==> src/rtl/dfmm_pkg.sv <==
package dfmm_pkg;

    typedef enum logic [1:0] {
        ST_IDLE  = 2'd0,
        ST_RUN   = 2'd1,
        ST_FINAL = 2'd2
    } dfmm_state_e;

    typedef enum logic {
        FLD_PRIME = 1'b0,
        FLD_BIN   = 1'b1
    } dfmm_field_e;

    // Quotient bit that makes R + s*B + q*P even.
    function automatic logic quot_bit(input logic s, input logic b0, input logic r0);
        return (s & b0) ^ r0;
    endfunction

endpackage

==> src/rtl/dfmm_csa.sv <==
module dfmm_csa #(
    parameter int N = 18
) (
    input  logic [N-1:0] x,
    input  logic [N-1:0] y,
    input  logic [N-1:0] z,
    input  logic         no_carry,
    output logic [N-1:0] sum,
    output logic [N-1:0] carry
);
    for (genvar i = 0; i < N; i++) begin : g_bit
        assign sum[i]   = x[i] ^ y[i] ^ z[i];
        assign carry[i] = no_carry ? 1'b0
                        : ((x[i] & y[i]) | (x[i] & z[i]) | (y[i] & z[i]));
    end
endmodule

==> src/rtl/dfmm_cpa.sv <==
module dfmm_cpa #(
    parameter int N = 18
) (
    input  logic [N-1:0] a,
    input  logic [N-1:0] b,
    input  logic         cin,
    output logic [N-1:0] sum,
    output logic         cout
);
    logic [N:0] wide;
    assign wide = {1'b0, a} + {1'b0, b} + {{N{1'b0}}, cin};
    assign sum  = wide[N-1:0];
    assign cout = wide[N];
endmodule

==> src/rtl/dfmm_ctrl.sv <==
module dfmm_ctrl
    import dfmm_pkg::*;
#(
    parameter int KW = 5
) (
    input  logic          clk,
    input  logic          rst,
    input  logic          start,
    input  logic [KW-1:0] len,
    output logic          load,
    output logic          step,
    output logic          fin,
    output logic [KW-1:0] m_len
);
    dfmm_state_e   state_q;
    logic [KW-1:0] k_q;
    logic [KW-1:0] m_q;
    logic          last;

    assign load  = (state_q == ST_IDLE) && start;
    assign step  = (state_q == ST_RUN);
    assign fin   = (state_q == ST_FINAL);
    assign last  = (k_q == m_q - KW'(1));
    assign m_len = m_q;

    always_ff @(posedge clk) begin
        if (rst) begin
            state_q <= ST_IDLE;
            k_q     <= '0;
            m_q     <= '0;
        end else begin
            unique case (state_q)
                ST_IDLE: if (start) begin
                    m_q     <= len;
                    k_q     <= '0;
                    state_q <= (len == '0) ? ST_FINAL : ST_RUN;
                end
                ST_RUN: begin
                    k_q <= k_q + KW'(1);
                    if (last) state_q <= ST_FINAL;
                end
                ST_FINAL: state_q <= ST_IDLE;
                default:  state_q <= ST_IDLE;
            endcase
        end
    end

    // the step counter never reaches the latched length while stepping
    a_r4_k_below_len: assert property (@(posedge clk) disable iff (rst)
        (state_q == ST_RUN) |-> (k_q < m_q));

    // start during an operation does not disturb the latched length
    a_r7_start_ignored: assert property (@(posedge clk) disable iff (rst)
        ((state_q != ST_IDLE) && start) |=> (m_q == $past(m_q)));

endmodule

==> src/rtl/dfmm_top.sv <==
module dfmm_top
    import dfmm_pkg::*;
#(
    parameter int WIDTH = 16,
    localparam int KW   = $clog2(WIDTH + 1),
    localparam int RW   = WIDTH + 2
) (
    input  logic             clk,
    input  logic             rst,
    input  logic             start,
    input  logic             field_bin,
    input  logic [KW-1:0]    len,
    input  logic [WIDTH-1:0] op_a,
    input  logic [WIDTH-1:0] op_b,
    input  logic [WIDTH:0]   modulus,
    output logic [WIDTH-1:0] result,
    output logic             done
);
    logic             load, step, fin;
    logic [KW-1:0]    m_len;

    logic [WIDTH-1:0] a_q, b_q, res_q;
    logic [WIDTH:0]   p_q;
    dfmm_field_e      fld_q;
    logic [RW-1:0]    r_q;
    logic             done_q;

    logic             s_bit, q_bit;
    logic [RW-1:0]    b_ext, p_ext, add_b, add_p;
    logic [RW-1:0]    csa_sum, csa_carry, step_full, r_next;
    logic             step_cout;
    logic [RW-1:0]    diff;
    logic             no_borrow;

    dfmm_ctrl #(.KW(KW)) u_ctrl (
        .clk   (clk),
        .rst   (rst),
        .start (start),
        .len   (len),
        .load  (load),
        .step  (step),
        .fin   (fin),
        .m_len (m_len)
    );

    assign s_bit = a_q[0];
    assign q_bit = quot_bit(s_bit, b_q[0], r_q[0]);
    assign b_ext = {2'b00, b_q};
    assign p_ext = {1'b0, p_q};
    assign add_b = s_bit ? b_ext : '0;
    assign add_p = q_bit ? p_ext : '0;

    // Shared 3:2 stage; carries suppressed in binary mode
    dfmm_csa #(.N(RW)) u_csa (
        .x        (r_q),
        .y        (add_b),
        .z        (add_p),
        .no_carry (fld_q == FLD_BIN),
        .sum      (csa_sum),
        .carry    (csa_carry)
    );

    // Carry resolve (carry is zero in binary mode, so sum passes through)
    dfmm_cpa #(.N(RW)) u_cpa_step (
        .a    (csa_sum),
        .b    ({csa_carry[RW-2:0], 1'b0}),
        .cin  (1'b0),
        .sum  (step_full),
        .cout (step_cout)
    );

    assign r_next = {1'b0, step_full[RW-1:1]};

    // Final bound: R - p via two's complement
    dfmm_cpa #(.N(RW)) u_cpa_bound (
        .a    (r_q),
        .b    (~p_ext),
        .cin  (1'b1),
        .sum  (diff),
        .cout (no_borrow)
    );

    always_ff @(posedge clk) begin
        if (rst) begin
            a_q    <= '0;
            b_q    <= '0;
            p_q    <= '0;
            fld_q  <= FLD_PRIME;
            r_q    <= '0;
            res_q  <= '0;
            done_q <= 1'b0;
        end else begin
            done_q <= 1'b0;
            if (load) begin
                a_q   <= op_a;
                b_q   <= op_b;
                p_q   <= modulus;
                fld_q <= field_bin ? FLD_BIN : FLD_PRIME;
                r_q   <= '0;
            end
            if (step) begin
                r_q <= r_next;
                a_q <= a_q >> 1;
            end
            if (fin) begin
                if ((fld_q == FLD_PRIME) && no_borrow)
                    res_q <= diff[WIDTH-1:0];
                else
                    res_q <= r_q[WIDTH-1:0];
                done_q <= 1'b1;
            end
        end
    end

    assign result = res_q;
    assign done   = done_q;

    // every per-step sum is even and fits the remainder register
    a_r2_step_even: assert property (@(posedge clk) disable iff (rst)
        step |-> (step_full[0] == 1'b0));
    a_r2_no_overflow: assert property (@(posedge clk) disable iff (rst)
        step |-> (!step_cout && !csa_carry[RW-1]));
    // a subtracted result fits in WIDTH bits
    a_r2_bound_fits: assert property (@(posedge clk) disable iff (rst)
        (fin && (fld_q == FLD_PRIME) && no_borrow) |-> (diff[RW-1:WIDTH] == '0));
    // prime result below p
    a_r2_prime_range: assert property (@(posedge clk) disable iff (rst)
        (done && (fld_q == FLD_PRIME)) |-> ({1'b0, result} < p_q));
    // binary result degree below m
    a_r3_bin_degree: assert property (@(posedge clk) disable iff (rst)
        (done && (fld_q == FLD_BIN)) |-> ((result >> m_len) == '0));
    // done is a single-cycle pulse
    a_r5_done_pulse: assert property (@(posedge clk) disable iff (rst)
        done |=> !done);
    // result only moves together with done
    a_r6_result_hold: assert property (@(posedge clk) disable iff (rst)
        !$stable(result) |-> done);

endmodule

==> config.mk <==
export PLATFORM = sky130hd
export DESIGN_NAME = dfmm_top
export DESIGN_NICKNAME = d
export VERILOG_FILES = /design/src/rtl/dfmm_pkg.sv /design/src/rtl/dfmm_csa.sv /design/src/rtl/dfmm_cpa.sv /design/src/rtl/dfmm_ctrl.sv /design/src/rtl/dfmm_top.sv
export SDC_FILE = /design/constraint.sdc
export NUM_CORES = 1
export LEC_CHECK = 0
export BUFFER_PORTS_ARGS = -buffer_cell sky130_fd_sc_hd__buf_2
export CORE_UTILIZATION = 55
export DETAILED_ROUTE_END_ITERATION = 16
export PLACE_DENSITY_LB_ADDON = 0.1
export REMOVE_ABC_BUFFERS = 1
export SYNTH_ARGS = -nofsm -noshare
export SYNTH_HDL_FRONTEND = slang
export SYNTH_SLANG_ARGS = --single-unit
==> constraint.sdc <==
create_clock -name clk -period 4 [get_ports clk]
set_clock_uncertainty 0.05 [all_clocks]
set_input_delay 0.4 -clock clk [delete_from_list [all_inputs] [get_ports clk]]
set_output_delay 0.4 -clock clk [all_outputs]
set_load 0.02 [all_outputs]
Word-level counts from Yosys, hierarchy flattened
Cells that the tools add are included.

word-level totals
  word-level logic and storage cells = 187
  output and inout bits = 17
  flip-flop bits (word level) = 96
  bits of input ports = 58

operators by class
  add/sub/neg operators = 5
  eq/ne operators = 5
  bitwise logic cells = 124
  multiplexer cells = 32
  reduce and logical (&&, ||, !) cells = 10

operator list
  cell                                              number
  2-to-1 mux 17 bit                                 3
  bitwise AND 1 bit                                 50
  bitwise OR 1 bit                                  34
  bitwise XOR 1 bit                                 34
  2-to-1 mux 16 bit                                 2
  2-to-1 mux 15 bit                                 2
  adder 17 x 18 -> 19 bit                           1
  adder 19 x 1 -> 19 bit, second input constant     1
  2-to-1 mux 1 bit                                  19
  adder 18 bit                                      1
  inverter 17 -> 18 bit                             1
  case mux 5 bit (2 select lines)                   1
  2-to-1 mux 2 bit                                  3
  AND reduction 2 bit                               3
  adder 5 x 1 -> 5 bit, second input constant       1
  == test 5 bit                                     1
  logical NOT 5 bit                                 1
  2-to-1 mux 5 bit                                  1
  subtractor 5 x 1 -> 5 bit, second input constant  1
  case mux 2 bit (2 select lines)                   1
  nonzero test 2 bit                                2
  == test 2 x 1 -> 1 bit, second input constant     1
  == test 2 bit, second input constant              1
  logical AND 1 bit                                 2
  other kinds (9)                                   9

Logic depth before layout (Yosys ltp)
  depth in word-level cells = 9
  gate-level depth with buffers = 14
  mapped depth without buffers = 14

Hierarchy
Synthesis repeated with hierarchy kept, for this count alone.

unflattened totals
  cell total of the unflattened synthesis = 832
  area, all modules = 6,999.2 um2

by module, submodules not included
  module     cells each  sequential area each (um2)  area an instance (um2)  times used
  dfmm_top   408         1,681.6                     3,870.0                 1
  dfmm_cpa   117         0.0                         882.1                   2
  dfmm_csa   110         0.0                         724.4                   1
  dfmm_ctrl  80          240.2                       640.6                   1

Least setup slack after synthesis
OpenSTA, ideal clock, no wires.

  kind = register -> register
  start point = reg a_q[0]
  end point = reg r_q[15]
  period minus slack after synthesis = 3.561 ns
  stages on the path, launching flop included = 15
  setup slack = 0.439 ns
  path buffers = 1
  data required time = 3.833 ns
  library setup time = 0.117 ns
  arrival time = 3.394 ns
  cells stage by stage = dfxtp_1 > and2_1 > ha_1 > clkbuf_1 > nand2_1 > fa_1 > inv_1 > ha_1 > a211oi_1 > nor3_1 > o311ai_2 > a21oi_1 > a311oi_1 > xnor2_1 > a22o_1

between the ends
  word-level cells in the longest chain between the ends = 9
  elaborated cells between the ends (all ways) = 135
  classes of those cells = add/sub (1); mux (19); bitwise (115)

RTL lines
  item                            line             text
  start: declaration              dfmm_top.sv:22   logic [WIDTH-1:0] a_q, b_q, res_q;
  start signal: assignment        dfmm_top.sv:95   a_q <= op_a;
  start signal: assignment        dfmm_top.sv:103  a_q <= a_q >> 1;
  bitwise AND 1 bit               dfmm_pkg.sv:16   return (s & b0) ^ r0;
  bitwise XOR 1 bit               dfmm_pkg.sv:16
  2-to-1 mux 17 bit               dfmm_top.sv:51   assign add_p = q_bit ? p_ext : '0;
  bitwise AND 1 bit               dfmm_csa.sv:14   : ((x[i] & y[i]) | (x[i] & z[i]) | (y[i] & z[i]));
  bitwise OR 1 bit (2 in series)  dfmm_csa.sv:14
  2-to-1 mux 1 bit                dfmm_csa.sv:13   assign carry[i] = no_carry ? 1'b0
  adder 18 bit *                  dfmm_cpa.sv:11   assign wide = {1'b0, a} + {1'b0, b} + {{N{1'b0}}, cin};
  2-to-1 mux 17 bit *             dfmm_top.sv:101  if (step) begin
  end signal: assignment          dfmm_top.sv:102  r_q <= r_next;
  end: declaration                dfmm_top.sv:25   logic [RW-1:0] r_q;

Mark *: on every way between the ends. The rest lies on a longest branch, timed or not.
A chain may end at the register's enable or synchronous reset.

Final worst setup path
  start point = reg b_q[0]
  end point = reg r_q[12]

between the ends
  word-level cells in the longest chain between the ends = 9
  elaborated cells between the ends (all ways) = 87
  classes of those cells = add/sub (1); mux (16); bitwise (70)

RTL lines
  item                            line             text
  start: declaration              dfmm_top.sv:22
  start signal: assignment        dfmm_top.sv:96   b_q <= op_b;
  bitwise AND 1 bit               dfmm_pkg.sv:16
  bitwise XOR 1 bit               dfmm_pkg.sv:16
  2-to-1 mux 17 bit               dfmm_top.sv:51
  bitwise AND 1 bit               dfmm_csa.sv:14
  bitwise OR 1 bit (2 in series)  dfmm_csa.sv:14
  2-to-1 mux 1 bit                dfmm_csa.sv:13
  adder 18 bit *                  dfmm_cpa.sv:11
  2-to-1 mux 17 bit *             dfmm_top.sv:101

Marked as above.

==> out/summary.txt <==
WP buf/inv = 1
drt first-iter violations = 364
Hold Fails Final Rpt = 0
Crit Path Class = register to register
count of cell types in the netlist = 56
Die H = 107 µm
outcome = finished, final reports clean
htree depth = 3
Reg-to-Reg Start = b_q[0]
reg-to-reg endpoint = r_q[12]
commonest non-fill, non-tap cell in the layout = nand2_1
period utilization = 0.916
hold slack = 0.193 ns
PortBufs = 74
Rel. slew slack = 0.475
Num CTS Buffers = 9
post-CTS sizing = 0
crit path to = r_q[12]
cell count after placement = 957
area post-placement = 0.00653 mm²
die area = 0.0114 mm²
Mapped Cells = 775
Startpoint Class = register
pin count of the biggest net entering global routing = 43
Ys Warns = 0
CP Data Arrival Time = 3.89 ns
Fmax achieved = 273 MHz
worst hold path depth = 3
Final Max Tran Viols = 0
Levels on crit path = 14
share of post-route cells with drive strength above 1 = 0.134
# DRC = 0
CP max FO = 9
maxcap violations = 0
clock-pin slew on the worst setup and hold paths = 0.09 ns
n_diodes = 0
Most used DFF post-synth = dfxtp_1
Final setup viols = 0
Worst Tran Pin Value = 0.786 ns
Initial Utilization = 0.576
first-pass GRT wire length = 24600 µm
ys async rst share = 0
total grt overflow = 0
most frequent cells in the layout = 124 x nand2_1, 96 x dfxtp_1, 95 x nor2_1
critical path capture point type = register
Nets = 944
Overall Global Routing Usage = 0.271
wire per inst = 14.6 µm
unrepaired setup endpoints after global routing = no
hold bufs inserted after CTS = 0
number of global-route vias before repair = 5164
Top Layer Used = met4
global placer's final weighted congestion = 0.908
setup bufs post-CTS = 0
Worst EP required = 4.23 ns
Syn Area/Cell = 7.82 µm²
Fill cells = 953
P&R area growth vs syn = 10.3%
static leakage = 2.97 nW
CTS tree = yes
met2 wire len = 6300 µm
initial antenna violation count = 0
number of synthesized register bits = 96
Root Driver = clkbuf_8
Clock Path Buffers = 2
Routed Antenna Nets = 0
num ports = 75
Synth Cell Area = 0.00606 mm²
met1 wire length = 6920 µm
clock latency on the worst-skew pair = 0.38 ns
die width = 107 µm
Seq/Total Area, Yosys = 0.317
area of the multi-input gates = 0.00377 mm²
Top Family by Delay on Critical Path = adder cells
peak supply drop = 0.000277 V
Vias = 5366
setup TNS = 0 ns
PwrDens = 323 mW/mm²
crit-path cells = and2_1 > ha_1 > nand2_1 > fa_1 > inv_1 > ha_1 > fa_1 > a211o_1 > a21oi_1 > a22oi_1 > nand3_1 > o21ai_0 > xor2_1 > a22o_1
post-route cell area = 0.00669 mm²
placed wire-length estimate = 10900 µm
slowest CP cell = fa_1
Post-Layout Cell Count = 972
row count = 37
met3 WL = 561 µm
R2R Setup Slk = 0.33 ns
drt pass-1 iters = 7
Worst Hold Class = input port to register
Worst path max stage delay = 0.48 ns
Tmin final = 3.67 ns
Sinks on Clock Net = 96
via/cell ratio = 5.52
Critical Path Source = b_q[0]
Post-synth EDFFs = 0
register area = 0.00192 mm²
drt total wl = 14200 µm
R2R cell count = 14
core area = 0.0105 mm²
==> registers in the layout, indices dropped and copies added (netlist names) <==
register	cells
result	16
u_ctrl.state_q	2
p_q	17
u_ctrl.m_len	5
done	1
b_q	16
a_q	16
r_q	17
fld_q	1
u_ctrl.k_q	5
==> per-stage QoR <==
stage,power (mW),setup slack [ns],utilization
floorplan,1.45,0.415,-
global placement,1.61,0.449,0.622
detailed placement,1.62,0.374,0.622
CTS,2.18,0.349,0.636
global route,2.29,0.0818,0.636
finish,2.16,0.334,0.636
==> worst reg2reg max path, delay by kind of cell, from the launching register on <==
kind            cells  cell delay (ns)
flops               1             0.32
xor+xnor            1             0.15
compound gates      5             0.99
simple gates        3             0.44
buf+inv             1             0.04
fa+ha+maj           4             1.59
==> power by group <==
group | switching (mW) | internal, mW
registers | 0.0494 | 1.02
logic | 0.309 | 0.225
clock network | 0.336 | 0.220
total | 0.695 | 1.46
==> final cells by class <==
cell class,instances,share of cell area
clock inverters,4,0.00337
repair buffers,89,0.0722
flip-flops and latches,96,0.287
clock buffers,11,0.0197
well taps,136,0.0255
inverters,49,0.0275
multi-input cells,587,0.564
==> worst min path at each step <==
stage | start | endpoint | slack (ns)
2_1_floorplan | b_q[0] | b_q[0] | 0.38
3_3_place_gp | b_q[13] | b_q[13] | 0.39
3_5_place_dp | b_q[0] | b_q[0] | 0.40
4_1_cts | modulus[13] | p_q[13] | 0.17
5_1_grt | modulus[14] | p_q[14] | 0.19
6_report | modulus[6] | p_q[6] | 0.19
==> synthesized netlist by cell type (13+ instances only) <==
| cell type | number | area share |
|---|---|---|
| a211oi_1 | 16 | 0.020 |
| nand2_1 | 124 | 0.077 |
| clkbuf_1 | 32 | 0.020 |
| o21ai_0 | 18 | 0.015 |
| fa_1 | 17 | 0.056 |
| mux2i_1 | 13 | 0.021 |
| xnor2_1 | 18 | 0.026 |
| a21oi_1 | 70 | 0.058 |
| dfxtp_1 | 96 | 0.32 |
| ha_1 | 37 | 0.076 |
| inv_1 | 48 | 0.030 |
| nor3_1 | 21 | 0.017 |
| nor2_1 | 96 | 0.059 |
| xor2_1 | 14 | 0.020 |
| and2_1 | 13 | 0.013 |
==> metal layers <==
layer,vias to the layer above,track usage
li1,2765,-
met1,2441,0.365
met2,137,0.431
met3,23,0.0413
met4,0,0.114
met5,-,0
==> cells by family (layout without fill, tap and decap cells) <==
logic type / count (synthesis) / count (layout) / share of synthesized area
AOI/OAI and AO/OA: 187 / 187 / 0.204
xor gates and xnor gates: 32 / 32 / 0.0463
adders and majority gates: 54 / 54 / 0.133
buffers and inverters: 92 / 153 / 0.0605
DFF: 96 / 96 / 0.317
muxes: 13 / 13 / 0.0215
and+or+nand+nor: 301 / 301 / 0.218
No activity file was read; power rests on OpenSTA's default activity.
